**src/rtl/eeh_pkg.sv**
```systemverilog
package eeh_pkg;

  localparam int ADDR_W    = 8;
  localparam int DATA_W    = 16;
  localparam int NIB_W     = 4;
  localparam int CMD_W     = 2 * NIB_W + ADDR_W;
  localparam int FRAME_W   = CMD_W + DATA_W;
  localparam int BIT_CNT_W = $clog2(FRAME_W + 1);

  typedef enum logic [1:0] {
    OP_READ  = 2'd0,
    OP_WRITE = 2'd1,
    OP_WRALL = 2'd2,
    OP_WRDIS = 2'd3
  } host_op_e;

  typedef enum logic [1:0] {
    ST_IDLE,
    ST_SHIFT,
    ST_GAP,
    ST_WAIT
  } host_st_e;

  localparam logic [NIB_W-1:0] START_NIB = 4'b1010;
  localparam logic [NIB_W-1:0] OPC_READ  = 4'b1000;
  localparam logic [NIB_W-1:0] OPC_WRITE = 4'b0100;
  localparam logic [NIB_W-1:0] OPC_WREN  = 4'b0011;
  localparam logic [NIB_W-1:0] OPC_WRDIS = 4'b0000;
  localparam logic [NIB_W-1:0] OPC_WRALL = 4'b0001;

  // Opcode nibble sent for the main frame of a request
  function automatic logic [NIB_W-1:0] opcode_of(host_op_e op);
    case (op)
      OP_READ:  return OPC_READ;
      OP_WRITE: return OPC_WRITE;
      OP_WRALL: return OPC_WRALL;
      default:  return OPC_WRDIS;
    endcase
  endfunction

  // Left-justified frame image: start, opcode, address, payload
  function automatic logic [FRAME_W-1:0] make_frame(logic [NIB_W-1:0] opc,
                                                    logic [ADDR_W-1:0] addr,
                                                    logic [DATA_W-1:0] data);
    return {START_NIB, opc, addr, data};
  endfunction

  // Requests that program the array and so need enable and ready/busy wait
  function automatic logic programs(host_op_e op);
    return (op == OP_WRITE) || (op == OP_WRALL);
  endfunction

  // Serial clock periods in a frame
  function automatic logic [BIT_CNT_W-1:0] frame_len(logic has_payload);
    return has_payload ? BIT_CNT_W'(FRAME_W) : BIT_CNT_W'(CMD_W);
  endfunction

endpackage

```
**src/rtl/eeh_tick.sv**
```systemverilog
module eeh_tick #(
  parameter int DIV = 25
) (
  input  logic clk,
  input  logic rst_n,
  input  logic en,
  output logic tick
);
  localparam int CW = (DIV > 1) ? $clog2(DIV) : 1;

  logic [CW-1:0] cnt;
  logic          wrap;

  assign wrap = (cnt == CW'(DIV - 1));
  assign tick = en && wrap;

  always_ff @(posedge clk) begin
    if (!rst_n)          cnt <= '0;
    else if (!en || wrap) cnt <= '0;
    else                 cnt <= cnt + 1'b1;
  end
endmodule

```
**src/rtl/eeh_shifter.sv**
```systemverilog
module eeh_shifter #(
  parameter int TX_W = 32,
  parameter int RX_W = 16
) (
  input  logic            clk,
  input  logic            rst_n,
  input  logic            load,
  input  logic [TX_W-1:0] load_val,
  input  logic            shift,
  input  logic            sample,
  input  logic            sdi,
  output logic            msb,
  output logic [RX_W-1:0] rx
);
  logic [TX_W-1:0] tx;

  assign msb = tx[TX_W-1];

  always_ff @(posedge clk) begin
    if (!rst_n)     tx <= '0;
    else if (load)  tx <= load_val;
    else if (shift) tx <= {tx[TX_W-2:0], 1'b0};
  end

  always_ff @(posedge clk) begin
    if (!rst_n)      rx <= '0;
    else if (sample) rx <= {rx[RX_W-2:0], sdi};
  end
endmodule

```
**src/rtl/eeh_timeout.sv**
```systemverilog
module eeh_timeout #(
  parameter int LIMIT = 500000
) (
  input  logic clk,
  input  logic rst_n,
  input  logic en,
  output logic expired
);
  localparam int CW = $clog2(LIMIT + 1);

  logic [CW-1:0] cnt;

  assign expired = en && (cnt == CW'(LIMIT - 1));

  always_ff @(posedge clk) begin
    if (!rst_n || !en) cnt <= '0;
    else if (!expired) cnt <= cnt + 1'b1;
  end
endmodule

```
**src/rtl/eeh_host.sv**
```systemverilog
module eeh_host
  import eeh_pkg::*;
#(
  parameter int CLK_DIV        = 25,
  parameter int TIMEOUT_CYCLES = 500000
) (
  input  logic              clk,
  input  logic              rst_n,
  input  logic              req_valid,
  output logic              req_ready,
  input  logic [1:0]        req_op,
  input  logic [ADDR_W-1:0] req_addr,
  input  logic [DATA_W-1:0] req_wdata,
  output logic              done,
  output logic              done_err,
  output logic [DATA_W-1:0] done_rdata,
  output logic              mem_cs,
  output logic              mem_sk,
  output logic              mem_di,
  input  logic              mem_do,
  input  logic              mem_rdy
);

  host_st_e             state;
  host_op_e             op_q;
  logic [ADDR_W-1:0]    addr_q;
  logic [DATA_W-1:0]    data_q;
  logic                 pend_main;
  logic                 gap_half;
  logic [BIT_CNT_W-1:0] bits_left;

  // Named events shared with the checker
  logic     tick;
  logic     accept;
  logic     rise_evt;
  logic     fall_evt;
  logic     frame_end;
  logic     gap_end;
  logic     sample_evt;
  logic     in_wait;
  logic     tmo_hit;
  host_op_e op_in;

  logic               tx_load;
  logic [FRAME_W-1:0] tx_val;

  assign op_in      = host_op_e'(req_op);
  assign req_ready  = (state == ST_IDLE);
  assign accept     = req_valid && req_ready;
  assign rise_evt   = (state == ST_SHIFT) && tick && !mem_sk;
  assign fall_evt   = (state == ST_SHIFT) && tick && mem_sk;
  assign frame_end  = fall_evt && (bits_left == BIT_CNT_W'(1));
  assign gap_end    = (state == ST_GAP) && tick && gap_half;
  assign in_wait    = (state == ST_WAIT);
  assign sample_evt = fall_evt && (op_q == OP_READ) && !pend_main
                      && (bits_left <= BIT_CNT_W'(DATA_W));

  eeh_tick #(.DIV(CLK_DIV)) u_tick (
    .clk   (clk),
    .rst_n (rst_n),
    .en    (state != ST_IDLE),
    .tick  (tick)
  );

  eeh_timeout #(.LIMIT(TIMEOUT_CYCLES)) u_tmo (
    .clk     (clk),
    .rst_n   (rst_n),
    .en      (in_wait),
    .expired (tmo_hit)
  );

  // Frame image selection: enable frame first for programming requests
  always_comb begin
    tx_load = 1'b0;
    tx_val  = '0;
    if (accept) begin
      tx_load = 1'b1;
      if (programs(op_in))       tx_val = make_frame(OPC_WREN, '0, '0);
      else if (op_in == OP_READ) tx_val = make_frame(OPC_READ, req_addr, '0);
      else                       tx_val = make_frame(OPC_WRDIS, '0, '0);
    end else if (gap_end && pend_main) begin
      tx_load = 1'b1;
      tx_val  = make_frame(opcode_of(op_q),
                           (op_q == OP_WRITE) ? addr_q : '0, data_q);
    end
  end

  eeh_shifter #(.TX_W(FRAME_W), .RX_W(DATA_W)) u_shift (
    .clk      (clk),
    .rst_n    (rst_n),
    .load     (tx_load),
    .load_val (tx_val),
    .shift    (fall_evt),
    .sample   (sample_evt),
    .sdi      (mem_do),
    .msb      (mem_di),
    .rx       (done_rdata)
  );

  always_ff @(posedge clk) begin
    if (!rst_n) begin
      state     <= ST_IDLE;
      op_q      <= OP_READ;
      addr_q    <= '0;
      data_q    <= '0;
      pend_main <= 1'b0;
      gap_half  <= 1'b0;
      bits_left <= '0;
      mem_cs    <= 1'b0;
      mem_sk    <= 1'b0;
      done      <= 1'b0;
      done_err  <= 1'b0;
    end else begin
      done     <= 1'b0;
      done_err <= 1'b0;
      case (state)
        ST_IDLE: begin
          if (accept) begin
            op_q      <= op_in;
            addr_q    <= req_addr;
            data_q    <= req_wdata;
            pend_main <= programs(op_in);
            bits_left <= frame_len(op_in == OP_READ);
            mem_cs    <= 1'b1;
            state     <= ST_SHIFT;
          end
        end
        ST_SHIFT: begin
          if (rise_evt) begin
            mem_sk <= 1'b1;
          end else if (fall_evt) begin
            mem_sk    <= 1'b0;
            bits_left <= bits_left - 1'b1;
            if (frame_end) begin
              mem_cs   <= 1'b0;
              gap_half <= 1'b0;
              state    <= ST_GAP;
            end
          end
        end
        ST_GAP: begin
          if (tick) begin
            gap_half <= 1'b1;
            if (gap_end) begin
              if (pend_main) begin
                pend_main <= 1'b0;
                bits_left <= frame_len(1'b1);
                mem_cs    <= 1'b1;
                state     <= ST_SHIFT;
              end else if (programs(op_q)) begin
                state <= ST_WAIT;
              end else begin
                done  <= 1'b1;
                state <= ST_IDLE;
              end
            end
          end
        end
        ST_WAIT: begin
          if (mem_rdy) begin
            done  <= 1'b1;
            state <= ST_IDLE;
          end else if (tmo_hit) begin
            done     <= 1'b1;
            done_err <= 1'b1;
            state    <= ST_IDLE;
          end
        end
        default: state <= ST_IDLE;
      endcase
    end
  end

endmodule

```
**config.mk**
```make
export PLATFORM = sky130hd
export DESIGN_NAME = eeh_host
export DESIGN_NICKNAME = d
export VERILOG_FILES = /design/src/rtl/eeh_pkg.sv /design/src/rtl/eeh_tick.sv /design/src/rtl/eeh_shifter.sv /design/src/rtl/eeh_timeout.sv /design/src/rtl/eeh_host.sv
export SDC_FILE = /design/constraint.sdc
export NUM_CORES = 1
export LEC_CHECK = 0
export ABC_AREA = 0
export BUFFER_PORTS_ARGS = -buffer_cell sky130_fd_sc_hd__buf_4
export CAP_MARGIN = 40
export CELL_PAD_IN_SITES_DETAIL_PLACEMENT = 1
export CELL_PAD_IN_SITES_GLOBAL_PLACEMENT = 2
export CORE_ASPECT_RATIO = 0.75
export CORE_MARGIN = 2
export CORE_UTILIZATION = 34
export CTS_CLUSTER_DIAMETER = 80
export CTS_CLUSTER_SIZE = 8
export DETAILED_ROUTE_END_ITERATION = 10
export HOLD_SLACK_MARGIN = 0.06
export PLACE_DENSITY = 0.75
export SLEW_MARGIN = 20
export SYNTH_ARGS = -nofsm -noshare
export SYNTH_HDL_FRONTEND = slang
export SYNTH_HIERARCHICAL = 1
export SYNTH_SLANG_ARGS = --single-unit
```
**constraint.sdc**
```tcl
create_clock -name clk -period 2.9 [get_ports clk]
set_clock_uncertainty 0.1 [all_clocks]
set_input_delay 0.58 -clock clk [delete_from_list [all_inputs] [get_ports clk]]
set_output_delay 0.58 -clock clk [all_outputs]
set_load 0.02 [all_outputs]
```
After elaboration in Yosys (flattened, before gate mapping)
Cells that the tools add are included.
W data, S select, Z words.
{"block": "word_totals", "in_bits": 31, "out_inout_bits": 22, "word_cells": 131, "ff_bits": 112}
{"block": "op_classes", "n_eq_ne": 18, "muxes": 52, "n_addsub": 3, "bitwise": 2, "reduce_logical": 40, "order_cmp": 1}
{"operator": "$mux W32", "count": 4}
{"operator": "$mux W28", "count": 2}
{"operator": "$mux W6", "count": 7}
{"operator": "$mux W1", "count": 21}
{"operator": "$mux W2", "count": 10}
{"operator": "$add A19 B1 Y19 const B", "count": 1}
{"operator": "$eq A19 B19 Y1 const B", "count": 1}
{"operator": "$pmux W6 S3", "count": 1}
{"operator": "$reduce_and A7 Y1", "count": 2}
{"operator": "$logic_and A1 B1 Y1", "count": 13}
{"operator": "$ne A2 B2 Y1 const B", "count": 6}
{"operator": "$pmux W4 S3", "count": 1}
{"operator": "$reduce_bool A2 Y1", "count": 5}
{"operator": "$eq A2 B2 Y1 const B", "count": 4}
{"operator": "$mux W8", "count": 1}
{"operator": "$pmux W2 S4", "count": 1}
{"operator": "$reduce_and A8 Y1", "count": 1}
{"operator": "$eq A2 B1 Y1 const B", "count": 3}
{"operator": "$eq A6 B1 Y1 const B", "count": 1}
{"operator": "$le A6 B5 Y1 const B", "count": 1}
{"operator": "$logic_not A2 Y1", "count": 3}
{"operator": "$pmux W1 S2", "count": 3}
{"operator": "$sub A6 B1 Y6 const B", "count": 1}
{"operator": "$add A5 B1 Y5 const B", "count": 1}
{"operator": "other kinds (13)", "count": 22}

Longest topological paths before layout
Gate-level depths: netlist of run 1.
{"block": "logic_depth", "word_depth": 9, "depth_mapped": 12, "depth_no_buf": 11}

By module
Netlist of run 1, hierarchy kept.
{"module": "eeh_shifter", "instances": 1, "cells_per_inst": 193, "area_each_um2": 2323.5, "seq_area_each_um2": 960.9}
{"module": "eeh_host", "instances": 1, "cells_per_inst": 279, "area_each_um2": 2150.8, "seq_area_each_um2": 800.8}
{"module": "eeh_timeout", "instances": 1, "cells_per_inst": 114, "area_each_um2": 959.7, "seq_area_each_um2": 380.4}
{"module": "eeh_tick", "instances": 1, "cells_per_inst": 24, "area_each_um2": 217.7, "seq_area_each_um2": 100.1}

Worst setup path before layout of run 1
OpenSTA, ideal clock, no wires.
{"block": "synth_timing", "kind": "register to register", "from": "reg state[0]", "to": "reg u_shift.tx[16]", "arrival_ns": 2.774, "required_ns": 2.684, "setup_ns": 0.116, "path_slack_ns": -0.090, "synth_period_minus_slack_ns": 2.990, "n_path_buf": 2, "path_stages_with_launch": 12, "cell_sequence": "dfxtp_1 -> inv_1 -> ha_1 -> inv_1 -> inv_1 -> nor2_1 -> nand2_1 -> clkbuf_1 -> o21ai_0 -> clkbuf_1 -> or2b_1 -> o211a_1"}
{"block": "synth_via", "word_cells_on_any_way": 17, "cone_classes": "2 x eq/ne; 5 x mux; 10 x reduce/logical"}
{"item": "from (decl)", "line": "eeh_host.sv:24", "text": "host_st_e state;"}
{"item": "from (signal assigned)", "line": "eeh_host.sv:102", "text": "state <= ST_IDLE;"}
{"item": "from (signal assigned)", "line": "eeh_host.sv:125", "text": "state <= ST_SHIFT;"}
{"item": "from (signal assigned)", "line": "eeh_host.sv:137", "text": "state <= ST_GAP;"}
{"item": "$logic_not A2 Y1 (*)", "line": "eeh_host.sv:48", "text": "assign req_ready = (state == ST_IDLE);"}
{"item": "named net req_ready", "line": "eeh_host.sv:10", "text": "output logic req_ready,"}
{"item": "$logic_and A1 B1 Y1 (*)", "line": "eeh_host.sv:49", "text": "assign accept = req_valid && req_ready;"}
{"item": "$mux W1 (*)", "line": "eeh_host.sv:76", "text": "if (accept) begin"}
{"item": "named net tx_load", "line": "eeh_host.sv:44", "text": "logic tx_load;"}
{"item": "$mux W32 or $reduce_bool A2 Y1 (tied branches)"}
{"item": "to (signal assigned)", "line": "eeh_shifter.sv:21", "text": "else if (load) tx <= load_val;"}
{"item": "to (signal assigned)", "line": "eeh_shifter.sv:22", "text": "else if (shift) tx <= {tx[TX_W-2:0], 1'b0};"}
{"item": "to (decl)", "line": "eeh_shifter.sv:15", "text": "logic [TX_W-1:0] tx;"}
Mark *: on every way through the listed nets, which the timed path passes. The rest lies on a longest branch.
A chain may end at the register's enable or synchronous reset.

Final worst setup path of run 1
{"block": "layout_timing", "from": "reg state[0]", "to": "reg bits_left[5]"}
{"block": "layout_via", "elab_chain_cells": 6, "word_cells_on_any_way": 20, "cone_classes": "8 x eq/ne; 1 x mux; 11 x reduce/logical"}
{"item": "$reduce_bool A2 Y1 (*)", "line": "eeh_host.sv:61", "text": ".en (state != ST_IDLE),"}
{"item": "$logic_and A1 B1 Y1 (*)", "line": "eeh_tick.sv:15", "text": "assign tick = en && wrap;"}
{"item": "named net tick", "line": "eeh_host.sv:33", "text": "logic tick;"}
{"item": "$logic_and A1 B1 Y1, on equally long branches (2 in series)", "line": "eeh_host.sv:53, eeh_host.sv:50, eeh_host.sv:51"}
{"item": "$ne A2 B2 Y1 (no line)"}
{"item": "$reduce_and A7 Y1 (no line) (*)"}
{"item": "to (signal assigned)", "line": "eeh_host.sv:123", "text": "bits_left <= frame_len(op_in == OP_READ);"}
{"item": "to (signal assigned)", "line": "eeh_host.sv:133", "text": "bits_left <= bits_left - 1'b1;"}
{"item": "to (signal assigned)", "line": "eeh_host.sv:147", "text": "bits_left <= frame_len(1'b1);"}
{"item": "to (decl)", "line": "eeh_host.sv:30", "text": "logic [BIT_CNT_W-1:0] bits_left;"}
Marked as above.

==> flow_summary.json, run 1 <==
{
  "dp.cells": 853,
  "grt_pass1_vias": 4539,
  "die_w_um": 153,
  "grt_max_degree": 41,
  "final_max_slew_viol_count": 0,
  "wl_per_cell_um": 16.0,
  "comb_power_share": 0.292,
  "crit_top_cell": "inv_1",
  "period_needed_ns": 2.66,
  "die-area_um2": 17700,
  "power_frac_seq": 0.433,
  "yosysTopAreaCell": "dfxtp_1",
  "ir_drop_uv": 356,
  "dr_total_vias": 4525,
  "layout.cells.non_filler": 869,
  "critical_path.max_fanout": 7,
  "crit_chain": "inv_1 -> ha_1 -> inv_1 -> inv_1 -> nor2_1 -> buf_4 -> nand2_1 -> a211oi_1 -> nand2_1 -> o41ai_1",
  "drt-pass1-iter-count": 4,
  "clk_latency_ns": 0.36,
  "fillers": 1830,
  "hold_violations": 0,
  "clk_pin_slew_ns": 0.07,
  "multi_input_area_um2": 3180,
  "overflow": 0,
  "synth-async-reset-ratio": 0,
  "pwr-share-clk": 0.275,
  "cts_hold_buffers": 0,
  "cellPowerDensity_nw_per_um2": 673,
  "wl_met2_um": 6300,
  "cts_buffers": 9,
  "finalCritPeriodShare": 0.918,
  "seq_area_um2": 2240,
  "avgSynthCellArea_um2": 9.27,
  "cts_tree": "built",
  "clockBufferDepth": 2,
  "crit_required_ns": 3.05,
  "final_layout_size_suffix_gt1_frac": 0.194,
  "synth_edf_count": 0,
  "nNetsFinal": 703,
  "antenna_found_initial": 0,
  "gp_congestion": 0.759,
  "cpMaxStageDelayCell": "dfxtp_1",
  "max_freq_ghz": 0.375,
  "synth_most_common_cell": "dfxtp_1",
  "io_buffers": 52,
  "finalSetupTns_ns": 0,
  "coreArea_um2": 16100,
  "die_y_um": 116,
  "cp-start-kind": "flop",
  "synth-seq-area-share": 0.397,
  "synth_common_cells": "dfxtp_1 (112), nand2_1 (76), a21oi_1 (42)",
  "syn-instance-count": 610,
  "maxUsedRoutingLayer": "met4",
  "grt_pass1_wl_um": 23100,
  "wl_met3_um": 571,
  "endpoint_kind": "flop",
  "placementRows": 40,
  "worst_pin_slew_ns": 0.489,
  "pin_count": 53,
  "max_slew_margin": 0.669,
  "drc": 0,
  "crit_buf_inv": 4,
  "cp_data_arrival_time_ns": 2.81,
  "internal-power_w": 0.00294,
  "ys_ff_latch": 112,
  "setup_violations": 0,
  "ys.warnings.count": 6,
  "path_class": "flop to flop",
  "synth_top_cell_area_share": 0.397,
  "initial_utilization": 0.351,
  "final_antenna_net_count": 0,
  "slowest_delay_ns": 0.44,
  "area_delta_synth_final_pct": 16.1,
  "synth_area_leaders": "dfxtp_1 (40%), mux2_4 (7.7%), o211a_1 (5.5%), nand2_1 (5.0%), ha_1 (4.0%)",
  "synth-main-ff-cell": "dfxtp_1",
  "grt_usage": 0.161,
  "antennaDiodeCount": 0,
  "rsz0062_at_grt": "no",
  "post-cts-setup-buffers": 0,
  "p_sw_frac": 0.334,
  "hold_class": "flop to flop",
  "dr.first_iter.drc_count": 269,
  "wl_met1_um": 6930,
  "synth_area_um2": 5650,
  "status": "complete, no violations",
  "cts.sinks": 112,
  "timing.max_cap.violations": 0,
  "htree_levels": 3,
  "cts_root_buf": "clkbuf_16",
  "p_leak_nw": 2.72,
  "dp_hpwl_um": 9890,
  "synth_cell_type_count": 63,
  "totalWireLength_um": 13900,
  "p_switching_w": 0.00148,
  "avgViaCountPerCell": 5.21,
  "crit_family": "compound AO/OA/AOI/OAI gates"
}
[power groups by stage]
stage               logic (W)  registers, W  clock network, W
floorplan            0.000934       0.00191                 0
global placement      0.00125       0.00194                 0
detailed placement    0.00129       0.00195                 0
CTS                   0.00130       0.00191           0.00126
global route          0.00144       0.00194           0.00132
finish                0.00129       0.00191           0.00121
[flip-flops by register name, indices dropped and copies added (netlist names), 2 cells and up]
name / flops
op_q: 2
data_q: 16
u_tmo/cnt: 19
bits_left: 6
u_tick/cnt: 5
u_shift/tx: 32
state: 2
u_shift/rx: 16
addr_q: 8
[layout make-up]
| cell class | instances | share of cell area |
|---|---|---|
| multi-input cells | 444 | 0.484 |
| flip-flops and latches | 112 | 0.342 |
| repair buffers | 67 | 0.0804 |
| well taps | 210 | 0.0400 |
| clock buffers | 10 | 0.0349 |
| inverters | 20 | 0.0114 |
| clock inverters | 6 | 0.00782 |
[kinds of logic (layout without fill, tap and decap cells)]
kind of cell / count (synthesis) / count (layout) / synth area share
AO/OA/AOI/OAI: 125 / 125 / 0.160
XOR/XNOR: 12 / 12 / 0.0186
adder cells (fa/ha/maj): 18 / 18 / 0.0399
buffers and inverters: 55 / 103 / 0.0456
flip-flops: 112 / 112 / 0.397
multiplexers: 48 / 48 / 0.111
other: 1 / 2 / 0.000664
AND/OR/NAND/NOR: 239 / 239 / 0.228
[routing by layer]
| layer | GRT usage | vias up |
|---|---|---|
| li1 | - | 2258 |
| met4 | 0.0463 | 0 |
| met2 | 0.261 | 55 |
| met5 | 0 | - |
| met3 | 0.0430 | 9 |
| met1 | 0.214 | 2203 |
[worst paths after layout]
path / slack [ns] / start / cells after the start / end
worst min-delay path: 0.36 / addr_q[2]$_SDFFE_PN0P_ / 2 / addr_q[2]$_SDFFE_PN0P_
worst max-delay path: 0.24 / state[0]$_SDFFE_PN0P_ / 10 / bits_left[5]$_SDFFE_PN0P_
worst min register to register: 0.36 / addr_q[2]$_SDFFE_PN0P_ / 2 / addr_q[2]$_SDFFE_PN0P_
worst max register to register: 0.24 / state[0]$_SDFFE_PN0P_ / 10 / bits_left[5]$_SDFFE_PN0P_
[placed cells by master, fill, tap and decap left out, drive strengths merged, types with 3 or more instances in the layout]
master    n
and4      3
nand2    77
o311ai    4
inv      21
o31ai     5
nor2     27
nor2b    18
clkinv    5
nor4      3
nand2b   23
nor3     23
o211a    31
and4b     4
mux2i    17
clkbuf   10
nand4     7
or4       3
a32o      8
nor3b     3
and2      5
xor2      3
ha       18
a21oi    42
mux2     31
buf      67
or3       5
o21ai    15
dfxtp   112
a31oi     4
xnor2     9
nand3    15
and3      6
or2b     10
[per-stage QoR]
stage | power (W) | utilization | worst slack [ns] | hold slack [ns] | cell area, um2
6_report | 0.00442 | 0.407 | 0.237 | 0.356 | 6560
5_1_grt | 0.00471 | 0.407 | 0.0109 | 0.358 | 6560
4_1_cts | 0.00448 | 0.407 | 0.224 | 0.347 | 6560
3_5_place_dp | 0.00324 | 0.390 | 0.250 | 0.352 | 6280
3_3_place_gp | 0.00318 | 0.390 | 0.434 | 0.344 | 6280
2_1_floorplan | 0.00285 | - | 0.0950 | 0.330 | 5660
[repair_timing]
item | CTS | global route
gates resized for setup | 0 | 1
endpoints found under the setup margin | 0 | 4
endpoints found under the hold margin | 0 | 0
[tightest hold or removal path, delay by kind of cell (launching register included)]
family / cells / cell delay [ns]
simple gates: 1 / 0.05
flops: 1 / 0.31
compound gates: 1 / 0.05
Power figures use the tool's default switching activity.
==> run 2, diff against run 1 <==
CORE_MARGIN = unset   (was 2)
==> flow_summary.json, run 2 (synthesis results as in run 1) <==
{
  "coreArea_um2": 16100,
  "timing.max_cap.violations": 0,
  "drc": 0,
  "r2r_setup_slack_ns": 0.25,
  "reg_top3": "u_shift/tx: 32 flops, u_tmo/cnt: 19 flops",
  "period_needed_ns": 2.65,
  "regMostFlops": "u_shift/tx",
  "setup_violations": 0,
  "clk_pin_slew_ns": 0.07,
  "max_slew_margin": 0.621,
  "io_buffers": 52,
  "grt_usage": 0.170,
  "cts_tree": "built",
  "dr.first_iter.drc_count": 263,
  "seq_area_um2": 2240,
  "hold_path_end": "u_tick/cnt[0]$_SDFF_PP0_",
  "grt_pass1_vias": 4492,
  "die_y_um": 114,
  "crit_path_start": "state[0]$_SDFFE_PN0P_",
  "die_w_um": 151,
  "cts.sinks": 112,
  "antenna_found_initial": 0,
  "pin_count": 53,
  "clk_latency_ns": 0.35,
  "cts_buffers": 9,
  "final_cell_mix": "dfxtp_1 (112), nand2_1 (76), buf_4 (67)",
  "htree_levels": 3,
  "post-cts-setup-buffers": 0,
  "finalCritPeriodShare": 0.913,
  "largest_register_ffs": 32,
  "crit_required_ns": 3.08,
  "cts_hold_buffers": 0,
  "final_layout_size_suffix_gt1_frac": 0.198,
  "nNetsFinal": 705,
  "cp-start-kind": "flop",
  "status": "complete, no violations",
  "wl_per_cell_um": 16.0,
  "final_antenna_net_count": 0,
  "area_delta_synth_final_pct": 16.7,
  "hold_violations": 0,
  "min_path_cells": 1,
  "path_class": "flop to flop",
  "critical_path.max_fanout": 7,
  "min_from": "u_tick/cnt[0]$_SDFF_PP0_",
  "worstReg2RegEnd": "bits_left[1]$_SDFFE_PN0P_",
  "drt-pass1-iter-count": 4,
  "fillers": 1846,
  "rsz0062_at_grt": "no",
  "endpoint_kind": "flop",
  "whs_ns": 0.361,
  "final_max_slew_viol_count": 0,
  "avgViaCountPerCell": 5.19,
  "totalWireLength_um": 13900,
  "multi_input_area_um2": 3180,
  "cts_root_buf": "clkbuf_16",
  "initial_utilization": 0.351,
  "die-area_um2": 17100,
  "hold_class": "flop to flop",
  "grt_max_degree": 39,
  "antennaDiodeCount": 0,
  "clockBufferDepth": 2,
  "dp_hpwl_um": 9980,
  "max_freq_ghz": 0.378,
  "final_common_cell": "dfxtp_1",
  "ff2ff_path_depth": 10,
  "finalSetupTns_ns": 0,
  "gp_congestion": 0.793,
  "cellPowerDensity_nw_per_um2": 674,
  "placementRows": 40,
  "r2r_start": "state[0]$_SDFFE_PN0P_",
  "cp_data_arrival_time_ns": 2.83,
  "ir_drop_uv": 305,
  "postLayoutCoreUtil": 0.409,
  "grt_pass1_wl_um": 23000,
  "dr_total_vias": 4522,
  "overflow": 0,
  "p_leak_nw": 2.73,
  "worst_pin_slew_ns": 0.561
}
==> run 2: cell count changes in the layout (fill, tap and decap cells not counted) <==
cell,change
buf_4,+2
clkinvlp_4,+3
a211oi_1,-1
and2_1,+1
clkbuf_8,+2
and2_2,-1
a211oi_2,+1
inv_6,-1
clkbuf_1,-1
clkinv_4,-3
==> run 2: layout make-up <==
cell class,count,area share
clock inverters,5,0.00588
flip-flops and latches,112,0.340
repair buffers,69,0.0824
inverters,20,0.0114
clock buffers,11,0.0383
well taps,210,0.0398
multi-input cells,444,0.482
==> run 2: critical path, cell delays in order (launching register included) <==
cell and delay (ns):
dfxtp_1 0.45, inv_1 0.12, ha_1 0.27, inv_1 0.13, inv_1 0.05, nor2_1 0.14
buf_4 0.17, nand2_1 0.08, a211o_1 0.41, or4_1 0.51, a21oi_1 0.15
==> run 2: timing repair <==
item | in CTS | in global routing
resized for setup | 0 | 1
hold endpoints to repair | 0 | 0
setup endpoints to repair | 0 | 1
==> run 2: power by group <==
| group | switching [W] | internal, W |
|---|---|---|
| Sequential | 0.000146 | 0.00177 |
| Combinational | 0.000715 | 0.000589 |
| Clock | 0.000589 | 0.000635 |
| Total | 0.00145 | 0.00299 |
==> run 2: through the flow <==
stage,instances,total power [W],cell area (um2),setup slack [ns]
finish,871,0.00444,6590,0.254
floorplan,611,0.00285,5660,0.0950
detailed placement,855,0.00326,6300,0.284
global route,871,0.00474,6590,0.0529
global placement,855,0.00320,6300,0.428
CTS,871,0.00451,6590,0.265
==> run 2: how the worst max path moves through the flow <==
stage	endpoint	slack [ns]	cells after the start
floorplan	u_shift/tx[16]$_SDFFE_PN0P_	0.09	11
global placement	bits_left[1]$_SDFFE_PN0P_	0.43	10
detailed placement	bits_left[1]$_SDFFE_PN0P_	0.28	10
CTS	bits_left[1]$_SDFFE_PN0P_	0.26	10
global route	u_shift/tx[17]$_SDFFE_PN0P_	0.05	11
finish	bits_left[1]$_SDFFE_PN0P_	0.25	10
==> run 2: per-layer routing <==
layer  global-route usage  vias up  routed length (um)
li1                     -     2249                   -
met5                    0        -                   0
met4               0.0420        0                 145
met3               0.0384       10                 419
met2                0.265       55                6270
met1                0.237     2208                7070
==> run 3, diff against run 2 <==
clock period = 2.1 ns   (was 2.9 ns; I/O delays follow)
==> flow_summary.json, run 3 (synthesis results as in run 1) <==
{
  "reg_top3": "u_shift/tx: 32 flops, u_tmo/cnt: 19 flops",
  "dp_hpwl_um": 10500,
  "path_class": "flop to flop",
  "status": "finished with violations",
  "drt-pass1-iter-count": 4,
  "dp.cells": 884,
  "violations": "negative setup slack",
  "cp_data_arrival_time_ns": 2.44,
  "clk_latency_ns": 0.36,
  "critical_path.max_fanout": 16,
  "crit_chain": "inv_1 -> ha_1 -> nand4b_1 -> nor2_4 -> buf_4 -> and3_4 -> buf_12 -> mux2_2 -> o211a_1",
  "grt_usage": 0.180,
  "crit_required_ns": 2.25,
  "initial_utilization": 0.351,
  "dr_total_vias": 4711,
  "drc": 0,
  "crit_family": "simple AND/OR/NAND/NOR gates",
  "cts_root_buf": "clkbuf_16",
  "grt_pass1_vias": 4744,
  "io_buffers": 52,
  "final_max_slew_viol_count": 0,
  "final_cell_mix": "dfxtp_1 (110), buf_4 (97), nand2_1 (71)",
  "area_delta_synth_final_pct": 25.9,
  "final_antenna_net_count": 0,
  "final_layout_size_suffix_gt1_frac": 0.270,
  "cp-start-kind": "flop",
  "largest_register_ffs": 32,
  "slowest_delay_ns": 0.35,
  "coreArea_um2": 16100,
  "totalWireLength_um": 15100,
  "timing.max_cap.violations": 0,
  "ir_drop_uv": 528,
  "placementRows": 40,
  "endpoint_kind": "flop",
  "max_freq_ghz": 0.437,
  "cpMaxStageDelayCell": "mux2_2",
  "pin_count": 53,
  "period_needed_ns": 2.29,
  "setup_violations": 41,
  "cts_tree": "built",
  "cts.sinks": 112,
  "finalCritPeriodShare": 1.09,
  "whs_ns": 0.213,
  "cellPowerDensity_nw_per_um2": 921,
  "avgViaCountPerCell": 5.18,
  "dr.first_iter.drc_count": 149,
  "final_common_cell": "dfxtp_1",
  "rsz0062_at_grt": "yes",
  "overflow": 0,
  "grt_pass1_wl_um": 24200,
  "setup_slack_ns": -0.187,
  "postLayoutCoreUtil": 0.441,
  "die-area_um2": 17100,
  "regMostFlops": "u_shift/tx",
  "die_y_um": 114,
  "fillers": 1860,
  "cts_buffers": 9,
  "total_power_w": 0.00656,
  "antenna_found_initial": 0,
  "nNetsFinal": 745,
  "clockBufferDepth": 2,
  "die_w_um": 151,
  "antennaDiodeCount": 0,
  "hold_violations": 0,
  "crit_buf_inv": 3,
  "gp_congestion": 0.847,
  "hold_class": "input pin to flop",
  "htree_levels": 3,
  "p_leak_nw": 2.99,
  "layout.cells.non_filler": 909,
  "wl_per_cell_um": 16.6,
  "clk_pin_slew_ns": 0.07,
  "grt_max_degree": 38
}
==> run 3: worst min-delay path: stages <==
cell and delay (ns):
buf_4 0.11, nand2_1 0.05, a21oi_1 0.05
==> run 3: metal layers <==
layer  wire length [um]  share of wire  vias up  global-route usage
met1               7570           0.50     2283               0.247
met5                  0              0        -                   0
met2               6740           0.45       78               0.283
met4                137         0.0091        0              0.0373
met3                657          0.044       12              0.0488
li1                   -              -     2338                   -
==> run 3: final cells by class <==
class	count	area, um2	share of cell area
clock inverters	4	47.5	0.00668
repair buffers	109	963	0.135
flip-flops and latches	112	2240	0.316
multi-input cells	444	3290	0.463
inverters	20	75.1	0.0106
clock buffers	10	229	0.0322
well taps	210	263	0.0369
==> run 3: stage by stage <==
stage / cell area [um2] / setup slack, ns / setup TNS (ns)
final: 7110 / -0.187 / -5.14
after CTS: 6960 / -0.122 / -3.03
after global routing: 7110 / -0.256 / -9.80
after detailed placement: 6610 / -0.143 / -3.11
after global placement: 6610 / -0.0898 / -1.01
after floorplan: 5730 / 0.0171 / 0
==> run 3: power by group <==
| part | leakage [nW] | internal [W] | switching [W] |
|---|---|---|---|
| logic | 1.94 | 0.00109 | 0.00112 |
| clock network | 0.134 | 0.000910 | 0.000793 |
| registers | 0.914 | 0.00244 | 0.000199 |
==> run 3: timing repair <==
item,in CTS,in global routing
hold buffers,0,0
pin swaps,4,4
buffers inserted,2,8
gates resized for setup,6,14
setup endpoints to repair,54,57
cloned,1,1
==> run 3: final timing paths <==
kind	startpoint	end	slack [ns]	cells past startpoint
max reg2reg	u_tick/cnt[0]$_SDFF_PP0_	u_shift/tx[31]$_SDFFE_PN0P_	-0.19	9
min	req_wdata[10]	data_q[10]$_SDFFE_PN0P_	0.21	3
max	u_tick/cnt[0]$_SDFF_PP0_	u_shift/tx[31]$_SDFFE_PN0P_	-0.19	9
min reg2reg	addr_q[7]$_SDFFE_PN0P_	addr_q[7]$_SDFFE_PN0P_	0.36	2
